### config.mk
export PLATFORM = sky130hd
export DESIGN_NAME = rtc_irq_ctrl
export DESIGN_NICKNAME = d
export VERILOG_FILES = /design/src/rtl/rtc_irq_pkg.sv /design/src/rtl/rtc_irq_flag_bank.sv /design/src/rtl/rtc_irq_ctrl_reg.sv /design/src/rtl/rtc_irq_summary.sv /design/src/rtl/rtc_irq_ctrl.sv
export SDC_FILE = /design/constraint.sdc
export NUM_CORES = 1
export LEC_CHECK = 0
export BUFFER_PORTS_ARGS = -buffer_cell sky130_fd_sc_hd__buf_2
export CORE_AREA = 3 3 40 42
export DETAILED_ROUTE_END_ITERATION = 10
export DIE_AREA = 0 0 43 45
export MAX_ROUTING_LAYER = met4
export PLACE_DENSITY = 0.71
export SYNTH_ARGS = -nofsm -noshare
export SYNTH_HDL_FRONTEND = slang
export SYNTH_SLANG_ARGS = --single-unit
### constraint.sdc
create_clock -name clk -period 1.65 [get_ports clk]
set_input_delay 0.0825 -clock clk [delete_from_list [all_inputs] [get_ports clk]]
set_output_delay 0.0825 -clock clk [all_outputs]
set_load 0.02 [all_outputs]
### src/rtl/rtc_irq_pkg.sv
package rtc_irq_pkg;

    localparam int NSRC     = 3;
    localparam int RW       = 8;
    localparam int FLAG_LSB = 4;
    localparam int SUM_BIT  = 7;
    localparam int SQW_BIT  = 3;

    typedef enum logic [1:0] {
        SRC_UPD = 2'd0,
        SRC_ALM = 2'd1,
        SRC_PER = 2'd2
    } src_e;

    typedef logic [NSRC-1:0] srcvec_t;

    typedef struct packed {
        srcvec_t flags;
    } flag_st_t;

    typedef struct packed {
        logic [RW-1:0] ctrl;
    } ctrl_st_t;

endpackage

### src/rtl/rtc_irq_flag_bank.sv
module rtc_irq_flag_bank
    import rtc_irq_pkg::*;
(
    input  logic    clk,
    input  logic    rst_n,
    input  srcvec_t evt,
    input  logic    clr_rd,
    output srcvec_t flags
);

    flag_st_t st_d, st_q;

    always_comb begin
        st_d = st_q;
        if (!rst_n) begin
            st_d.flags = '0;
        end else begin
            for (int i = 0; i < NSRC; i++) begin
                if (evt[i]) begin
                    st_d.flags[i] = 1'b1;
                end else if (clr_rd) begin
                    st_d.flags[i] = 1'b0;
                end
            end
        end
    end

    always_ff @(posedge clk) begin
        st_q <= st_d;
    end

    assign flags = st_q.flags;

    for (genvar g = 0; g < NSRC; g++) begin : g_chk
        AST_EVT_SETS_FLAG: assert property (@(posedge clk) disable iff (!rst_n)
            evt[g] |=> flags[g]);
        AST_READ_CLEARS_FLAG: assert property (@(posedge clk) disable iff (!rst_n)
            (clr_rd && !evt[g]) |=> !flags[g]);
        AST_COLLIDE_KEEPS: assert property (@(posedge clk) disable iff (!rst_n)
            (clr_rd && evt[g]) |=> flags[g]);
        AST_FLAG_STICKY: assert property (@(posedge clk) disable iff (!rst_n)
            (flags[g] && !clr_rd) |=> flags[g]);
    end

endmodule

### src/rtl/rtc_irq_ctrl_reg.sv
module rtc_irq_ctrl_reg
    import rtc_irq_pkg::*;
(
    input  logic          clk,
    input  logic          rst_n,
    input  logic          wr_en,
    input  logic          wr_sel,
    input  logic [RW-1:0] wr_data,
    output logic [RW-1:0] ctrl
);

    localparam logic [RW-1:0] ENA_MASK = RW'(((1 << NSRC) - 1) << FLAG_LSB);
    localparam logic [RW-1:0] CLR_MASK = ENA_MASK | RW'(1 << SQW_BIT);

    ctrl_st_t st_d, st_q;

    always_comb begin
        st_d = st_q;
        if (!rst_n) begin
            st_d.ctrl = st_q.ctrl & ~CLR_MASK;
        end else if (wr_en && !wr_sel) begin
            st_d.ctrl = wr_data;
        end
    end

    always_ff @(posedge clk) begin
        st_q <= st_d;
    end

    assign ctrl = st_q.ctrl;

    AST_CTRL_WRITE: assert property (@(posedge clk) disable iff (!rst_n)
        (wr_en && !wr_sel) |=> (ctrl == $past(wr_data)));
    AST_STAT_WR_IGNORED: assert property (@(posedge clk) disable iff (!rst_n)
        (wr_en && wr_sel) |=> $stable(ctrl));
    AST_IDLE_HOLDS: assert property (@(posedge clk) disable iff (!rst_n)
        !wr_en |=> $stable(ctrl));

endmodule

### src/rtl/rtc_irq_summary.sv
module rtc_irq_summary
    import rtc_irq_pkg::*;
(
    input  srcvec_t       flags,
    input  srcvec_t       enables,
    output logic [RW-1:0] stat_byte,
    output logic          req
);

    srcvec_t pend;

    always_comb begin
        pend      = flags & enables;
        req       = |pend;
        stat_byte = '0;
        stat_byte[SUM_BIT]              = req;
        stat_byte[FLAG_LSB +: NSRC]     = flags;
    end

    always_comb begin
        assert (stat_byte[FLAG_LSB-1:0] == '0);
    end

endmodule

### src/rtl/rtc_irq_ctrl.sv
module rtc_irq_ctrl
    import rtc_irq_pkg::*;
(
    input  logic       clk,
    input  logic       rst_n,
    input  logic       evt_alarm,
    input  logic       evt_periodic,
    input  logic       evt_update,
    input  logic       wr_en,
    input  logic       wr_sel,
    input  logic [7:0] wr_data,
    input  logic       stat_rd,
    output logic [7:0] stat_data,
    output logic [7:0] ctrl_data,
    output logic       sqw_en,
    output logic       irq_drive_low
);

    srcvec_t       evt_vec;
    srcvec_t       flags;
    srcvec_t       enables;
    logic [RW-1:0] ctrl;
    logic [RW-1:0] stat_byte;
    logic          req;

    always_comb begin
        evt_vec          = '0;
        evt_vec[SRC_UPD] = evt_update;
        evt_vec[SRC_ALM] = evt_alarm;
        evt_vec[SRC_PER] = evt_periodic;
    end

    rtc_irq_flag_bank u_flags (
        .clk    (clk),
        .rst_n  (rst_n),
        .evt    (evt_vec),
        .clr_rd (stat_rd),
        .flags  (flags)
    );

    rtc_irq_ctrl_reg u_ctrl (
        .clk     (clk),
        .rst_n   (rst_n),
        .wr_en   (wr_en),
        .wr_sel  (wr_sel),
        .wr_data (wr_data),
        .ctrl    (ctrl)
    );

    assign enables = ctrl[FLAG_LSB +: NSRC];

    rtc_irq_summary u_sum (
        .flags     (flags),
        .enables   (enables),
        .stat_byte (stat_byte),
        .req       (req)
    );

    assign stat_data     = stat_byte;
    assign ctrl_data     = ctrl;
    assign sqw_en        = ctrl[SQW_BIT];
    assign irq_drive_low = req;

    AST_REQ_DROPS_ON_READ: assert property (@(posedge clk) disable iff (!rst_n)
        (stat_rd && !evt_alarm && !evt_periodic && !evt_update) |=> !irq_drive_low);
    AST_REQ_HELD: assert property (@(posedge clk) disable iff (!rst_n)
        (irq_drive_low && !stat_rd && !wr_en) |=> irq_drive_low);
    AST_EVT_IN_RESET_IGNORED: assert property (@(posedge clk)
        !rst_n |=> (stat_data == 8'h00));

endmodule

# Word-level counts from Yosys, hierarchy flattened
# Cells that the tools add are included.
# op_classes
reduce_logical,7
n_mux,4
bitwise,1
# ops
cell,n
2-bit nonzero test,3
1-bit 2-to-1 mux,4
3-bit AND,1
3-bit OR reduction,1
2-bit AND reduction,1
1-bit logical AND,1
1-bit zero test,1
# totals
inputBits,16
elab_cells,17
out_inout_bits,18
reg_bits,11

# Logic depth before layout (Yosys ltp)
# Gate-level depths: netlist (run 1).
# logic_depth
word_depth,3
mapped_depth,3
ltp_nobuf,2

# By module
# Synthesis (run 1) repeated with hierarchy kept, for this count alone.
# unflattened
cells_unflattened,45
hier_area_um2,494.2
# by_module_without_submodules
module,cells_each,n_inst,area_per_inst_um2
rtc_irq_ctrl_reg,24,1,307.8
rtc_irq_flag_bank,9,1,101.3
rtc_irq_summary,11,1,77.6
rtc_irq_ctrl,1,1,7.5

# Worst setup path before layout (run 1)
# OpenSTA, ideal clock, no wires.
# synth_path
path_kind,reg2out
from,reg u_flags.st_q (netlist bit u_flags.flags[2])
to,out stat_data[7]
setup_slack_ps,513
stages_incl_launch_ff,4
arrival_ps,1054
required_time_ps,1567
cell_sequence,dfxtp_1 > a222oi_1 > inv_1 > buf_4
# synth_between
elab_chain_len,2
# synth_lines
item,line_no,text
start: declaration,rtc_irq_flag_bank.sv:11,"flag_st_t st_d, st_q;"
start signal: assignment,rtc_irq_flag_bank.sv:29,st_q <= st_d;
3-bit AND,rtc_irq_summary.sv:13,pend = flags & enables;
3-bit OR reduction,rtc_irq_summary.sv:14,req = |pend;
end: declaration,rtc_irq_ctrl.sv:13,"output logic [7:0] stat_data,"
# No other way between the ends.

# Worst setup path after layout (run 1)
# Ends and elaborated chain as after synthesis.

==> results of run 1 <==
-- per-layer routing --
layer / GRT usage / vias to the layer above / part of all wire
met5: - / - / 0
met1: 0.1152 / 163 / 0.39
met4: 0.05422 / 0 / 0.017
met2: 0.1737 / 18 / 0.51
li1: - / 193 / -
met3: 0.03586 / 2 / 0.082
-- registers in the layout, summed over array words and instances, names as in the netlist --
name	flops
u_ctrl.ctrl	8
u_flags.flags	3
-- final timing paths --
path / from / end / slack [ns] / cells after the start
worst min register to register: u_ctrl.ctrl[3] / u_ctrl.ctrl[3] / 0.48 / 2
worst max-delay path: u_flags.flags[2] / stat_data[7] / 0.42 / 3
worst max register to register: u_flags.flags[0] / u_flags.flags[0] / 0.94 / 2
worst min-delay path: evt_alarm / u_flags.flags[1] / 0.03 / 2
-- metrics by stage --
stage,area (um^2),worst slack (ns),std cells,hold slack [ns]
global placement,585.6,0.7227,81,0.2593
CTS,651.9,0.4125,89,0.02341
floorplan,485.5,0.5131,45,0.1814
detailed placement,585.6,0.6966,81,0.2635
finish,651.9,0.4239,89,0.02858
global route,651.9,0.2960,89,0.01463
-- final cells by class --
class / count / share of cell area
Tap cell: 15 / 0.02879
Inverter: 1 / 0.005758
Sequential cell: 11 / 0.3992
Timing Repair Buffer: 33 / 0.2841
Clock buffer: 4 / 0.04031
Multi-Input combinational cell: 25 / 0.2418
-- repair_timing --
item                      in CTS  in global routing
hold buffers                   4                  0
hold endpoints to repair       4                  0
setup buffers                  0                  0
-- power breakdown --
group / switching [uW] / total, uW / leakage [uW] / internal, uW
Sequential: 7.62 / 303 / 0.0000946 / 296
Combinational: 57.6 / 101 / 0.000219 / 43.9
Clock: 83.6 / 177 / 0.0000150 / 93.1
-- cell families after synthesis --
kind of cell	share of synthesized area
multiplexers	0.08444
AO/OA/AOI/OAI	0.06860
buffers and inverters	0.1425
AND/OR/NAND/NOR	0.1478
flip-flops	0.5488
other	0.007908
-- cell usage in the layout, fill, tap and decap left out --
cell,synthesis,final
a222oi_1,1,1
o21a_1,3,3
dfxtp_1,7,7
mux2i_1,4,4
nand2_1,8,8
and2_2,1,1
inv_1,1,1
edfxtp_1,4,4
conb_1,1,4
buf_2,0,29
dlygate4sd3_1,0,4
clkbuf_4,0,3
clkbuf_1,0,1
nor2b_4,1,1
nor2b_1,3,3
-- worst register-to-register path, delay by kind of cell, from the launching register on --
family | cells | cell delay [ns]
and+or+nand+nor | 1 | 0.13
DFF | 1 | 0.32
AOI/OAI and AO/OA | 1 | 0.16
==> metrics.txt, run 1 <==
Leak=0.0003283 uW; via count=376; period utilization=0.7431; worst-skew pair later-pin latency=0.25 ns; first-pass GRT wire length=1435 um; Congestion Overflow GR=0; placer congestion estimate=0.6420; CORE AREA=1285 um^2; most numerous cell in the Yosys netlist=nand2_1; Max-Cap Viols=0; Worst-path clk slew=0.07 ns; Max Fanout on Critical Path=3; WP data arrival=1.14 ns; Worst Setup Path Type=reg -> out; post_cts resized=0; Final Util=0.5073; largest net degree at the start of global routing=13; n_diodes=0; Power Dens Cells=892.4 nW/um^2; CP delay by family, top=flip-flops; setup_tns=0 ns; status=finished, final reports clean; Critical Path RT=1.57 ns; Max Slew Vio Count=0; CP Capture Type=primary output; critical path, cell by cell=a222oi_1, inv_1, buf_2; number of enable flip-flop cells after synthesis=4; total CTS buffers=3; YS warnings=0; vias in the first global route=342; hpwl dp=707.8 um; Worst VDD drop=0.0004487 V; wire length per cell=10.99 um; First-pass DRT Iterations=4; crit path time final=1.226 ns; Cells after Synth=42; crit path buf inv count=2; chip width=43 um; Multi-input gate area=157.7 um^2; Die Height=45 um; Seq/Total Area, Yosys=0.5488; Yosys cell types=13; Crit-path slowest cell=dfxtp_1; CP peak stage delay=0.32 ns; Mean Syn Cell Area=11.29 um^2; ys async rst share=0; sequential cell area=260.3 um^2; GRT Util Overall=0.1061; Die Area=1935 um^2; fillers=134; most common library cells after synthesis=8 x nand2_1, 7 x buf_4, 7 x dfxtp_1; worst hold path class=in -> reg; Synth Flop Type=dfxtp_1; P&R area growth vs syn=37.47%; total power=581.7 uW; dominant cell type by area after synthesis=dfxtp_1; fin nets=91; post-route ant nets=0; Synth top area share=0.2955; quantity of I/O buffers inserted on ports=29; Initial Utilization=0.3690; clock skew=0 ns; CTS tree=built; Seq cells post-synth=11; # H-tree levels=1; startpoint type of the worst setup path=flop; synthesized cell area=474.2 um^2; Site Rows=13; clock sink count=11; Vias per Instance=4.225; setup repair after global routing missed its margin=no; Root Buffer Master=clkbuf_4; I/O pin cnt=34; total wire length=978 um; Clock Tree Buf Depth=2; fraction of layout cells with a size suffix above 1=0.4595; initial antenna violation count=0; top post-synthesis cells by area=dfxtp_1 30%, edfxtp_1 25%, buf_4 11%, mux2i_1 8.4%, nand2_1 6.3%; final-report setup violation count=0; drt drc=0; First DRT Iteration DRCs=6; Hold Vio Cnt, Final=0; Fmax achieved=815.6 MHz
No activity file was read; power rests on OpenSTA's default activity.
==> run 2: changes to the inputs <==
--- a/config.mk
+++ b/config.mk
@@ -5,12 +5,13 @@
 export SDC_FILE = /design/constraint.sdc
 export NUM_CORES = 1
 export LEC_CHECK = 0
+export ABC_AREA = 1
 export BUFFER_PORTS_ARGS = -buffer_cell sky130_fd_sc_hd__buf_2
-export CORE_AREA = 3 3 40 42
+export CORE_MARGIN = 3
+export CORE_UTILIZATION = 33
 export DETAILED_ROUTE_END_ITERATION = 10
-export DIE_AREA = 0 0 43 45
 export MAX_ROUTING_LAYER = met4
-export PLACE_DENSITY = 0.71
+export PLACE_DENSITY = 0.7
 export SYNTH_ARGS = -nofsm -noshare
 export SYNTH_HDL_FRONTEND = slang
 export SYNTH_SLANG_ARGS = --single-unit
==> constraint.sdc (replaced) <==
create_clock -name clk -period 1.11 [get_ports clk]
set_input_delay 0.0555 -clock clk [delete_from_list [all_inputs] [get_ports clk]]
set_output_delay 0.0555 -clock clk [all_outputs]
set_load 0.02 [all_outputs]
==> run 2 against run 1 <==
Against the previous run: worst setup slack got worse by 0.31 ns; global-route usage is 0.26 points higher; register-to-register slack lost 0.46 ns; flip-flop and latch count is the same; design area is 2.1% higher; via count rose by 13%; cell count rose by 16%; critical path depth unchanged; die area fell by 2.4%; combinational power increased by 70%; sequential share of layout area is 0.83 points lower; worst hold slack got worse by 0.024 ns; critical endpoint is now irq_drive_low.
==> metrics.txt, run 2 <==
status=finished, final reports clean; chip width=43.46 um; critical path, cell by cell=nand2_1, nand3_1, buf_2; combinational share of power=0.195; initial antenna violation count=0; Hold Vio Cnt, Final=0; P_int=648.4 uW; CORE AREA=1201 um^2; WP data arrival=0.94 ns; First DRT Iteration DRCs=9; Mean Syn Cell Area=8.573 um^2; post_cts resized=0; Worst Setup Path Type=reg -> out; Layout Cells excl Fill=103; Yosys cell types=12; crit path time final=0.9966 ns; via count=423; most numerous cell in the Yosys netlist=nor2_1; Cells after Synth=54; top post-synthesis cells by area=dfxtp_1 30%, edfxtp_1 26%, buf_4 9.7%, nor2_1 8.9%, nand2_1 5.7%; Seq/Total Area, Yosys=0.5622; ys async rst share=0; worst-skew pair later-pin latency=0.25 ns; Seq cells post-synth=11; # H-tree levels=1; Clock Tree Buf Depth=2; YS warnings=0; dominant cell type by area after synthesis=dfxtp_1; Fmax achieved=1003 MHz; Multi-input gate area=138.9 um^2; Initial Utilization=0.3854; Psw=232.9 uW; Die Height=43.46 um; Site Rows=12; fraction of layout cells with a size suffix above 1=0.4157; Critical Path RT=1.05 ns; hpwl dp=796.3 um; Synth Flop Type=dfxtp_1; Max Fanout on Critical Path=3; CP peak stage delay=0.36 ns; GRT Util Overall=0.1088; sequential cell area=260.3 um^2; total CTS buffers=3; total wire length=971 um; post-route ant nets=0; switching share of total power=0.2642; sequential share of power=0.516; most common library cells after synthesis=11 x nor2_1, 7 x dfxtp_1, 7 x nand2_1; max reg flops=8; Worst-path clk slew=0.06 ns; n_diodes=0; fin nets=106; Worst VDD drop=0.0007355 V; worst hold path class=in -> reg; Root Buffer Master=clkbuf_4; First-pass DRT Iterations=4; clock skew=0 ns; dpl cells=95; CTS tree=built; synthesized cell area=462.9 um^2; setup repair after global routing missed its margin=no; setup_tns=0 ns; Crit-path slowest cell=dfxtp_1; Synth top area share=0.3027; startpoint type of the worst setup path=flop; Vias per Instance=4.107; fillers=130; FF-to-FF setup slack=0.48 ns; total power=881.3 uW; period utilization=0.8978; Die Area=1888 um^2; number of enable flip-flop cells after synthesis=4; wire length per cell=9.427 um; CP Capture Type=primary output; commonest cells after routing, fill and taps aside=29 x buf_2, 11 x nor2_1, 7 x nand2_1, 7 x dfxtp_1; placer congestion estimate=0.7509; first-pass GRT wire length=1449 um; P&R area growth vs syn=43.78%; quantity of I/O buffers inserted on ports=29; Final Util=0.5542; drt drc=0; vias in the first global route=356; final-report setup violation count=0; Max-Cap Viols=0; Max Slew Vio Count=0; clock group share of total power=0.289; commonest non-fill, non-tap cell in the layout=buf_2; Leak=0.0003628 uW; clock sink count=11; Congestion Overflow GR=0; Post-CTS Setup Inserts=0; largest net degree at the start of global routing=7; Power Dens Cells=1324 nW/um^2; I/O pin cnt=34
run 2: logic make-up (layout without fill, tap and decap cells):
| group | Yosys count | after routing | synth area share |
|---|---|---|---|
| compound gates | 3 | 3 | 0.03242 |
| simple gates | 25 | 25 | 0.2351 |
| flops | 11 | 11 | 0.5622 |
| buf+inv | 14 | 46 | 0.1622 |
| other cells | 1 | 4 | 0.008100 |
run 2: worst max-delay path, delay by kind of cell (launching register included):
family | cells | cell delay [ns]
buffers and inverters | 1 | 0.17
and+or+nand+nor | 2 | 0.16
DFF | 1 | 0.36
run 2: area by class of cell:
class	count	area share
flip-flops and latches	11	0.3910
repair buffers	34	0.2895
multi-input cells	32	0.2086
inverters	8	0.04511
clock buffers	4	0.03947
well taps	14	0.02632
run 2: timing repair:
item,in CTS,in global routing
setup endpoints to repair,0,0
hold buffers,4,0
endpoints found under the hold margin,4,0
run 2: path summary, 6_finish.rpt:
check,from,end,cells after the start
worst max-delay path,u_ctrl.ctrl[5],irq_drive_low,3
worst min-delay path,evt_alarm,u_flags.flags[1],3
worst max register to register,u_flags.flags[2],u_flags.flags[2],2
worst min register to register,u_ctrl.ctrl[3],u_ctrl.ctrl[3],2
run 2: metal layers:
layer  wire, um  GRT usage
met5          0          -
met4         16    0.05422
met3         88    0.04979
met2        436     0.1711
met1        430     0.1142
run 2: stage by stage:
step           instance area (um^2)  worst slack (ns)  hold WS, ns
6_report                      665.6            0.1134     0.004563
5_1_grt                       665.6           0.06866      0.01595
4_1_cts                       665.6            0.1085    0.0001879
3_5_place_dp                  599.3            0.2558       0.2339
3_3_place_gp                  599.3            0.2696       0.2405
2_1_floorplan                 474.2            0.1341       0.1544
run 2: power by group through the flow:
| stage | clock network, uW | logic (uW) | registers, uW |
|---|---|---|---|
| after detailed placement | 0 | 163 | 464 |
| final | 254 | 172 | 455 |
| after CTS | 264 | 174 | 455 |
| after global placement | 0 | 161 | 463 |
| after floorplan | 0 | 80.0 | 493 |
| after global routing | 283 | 189 | 456 |
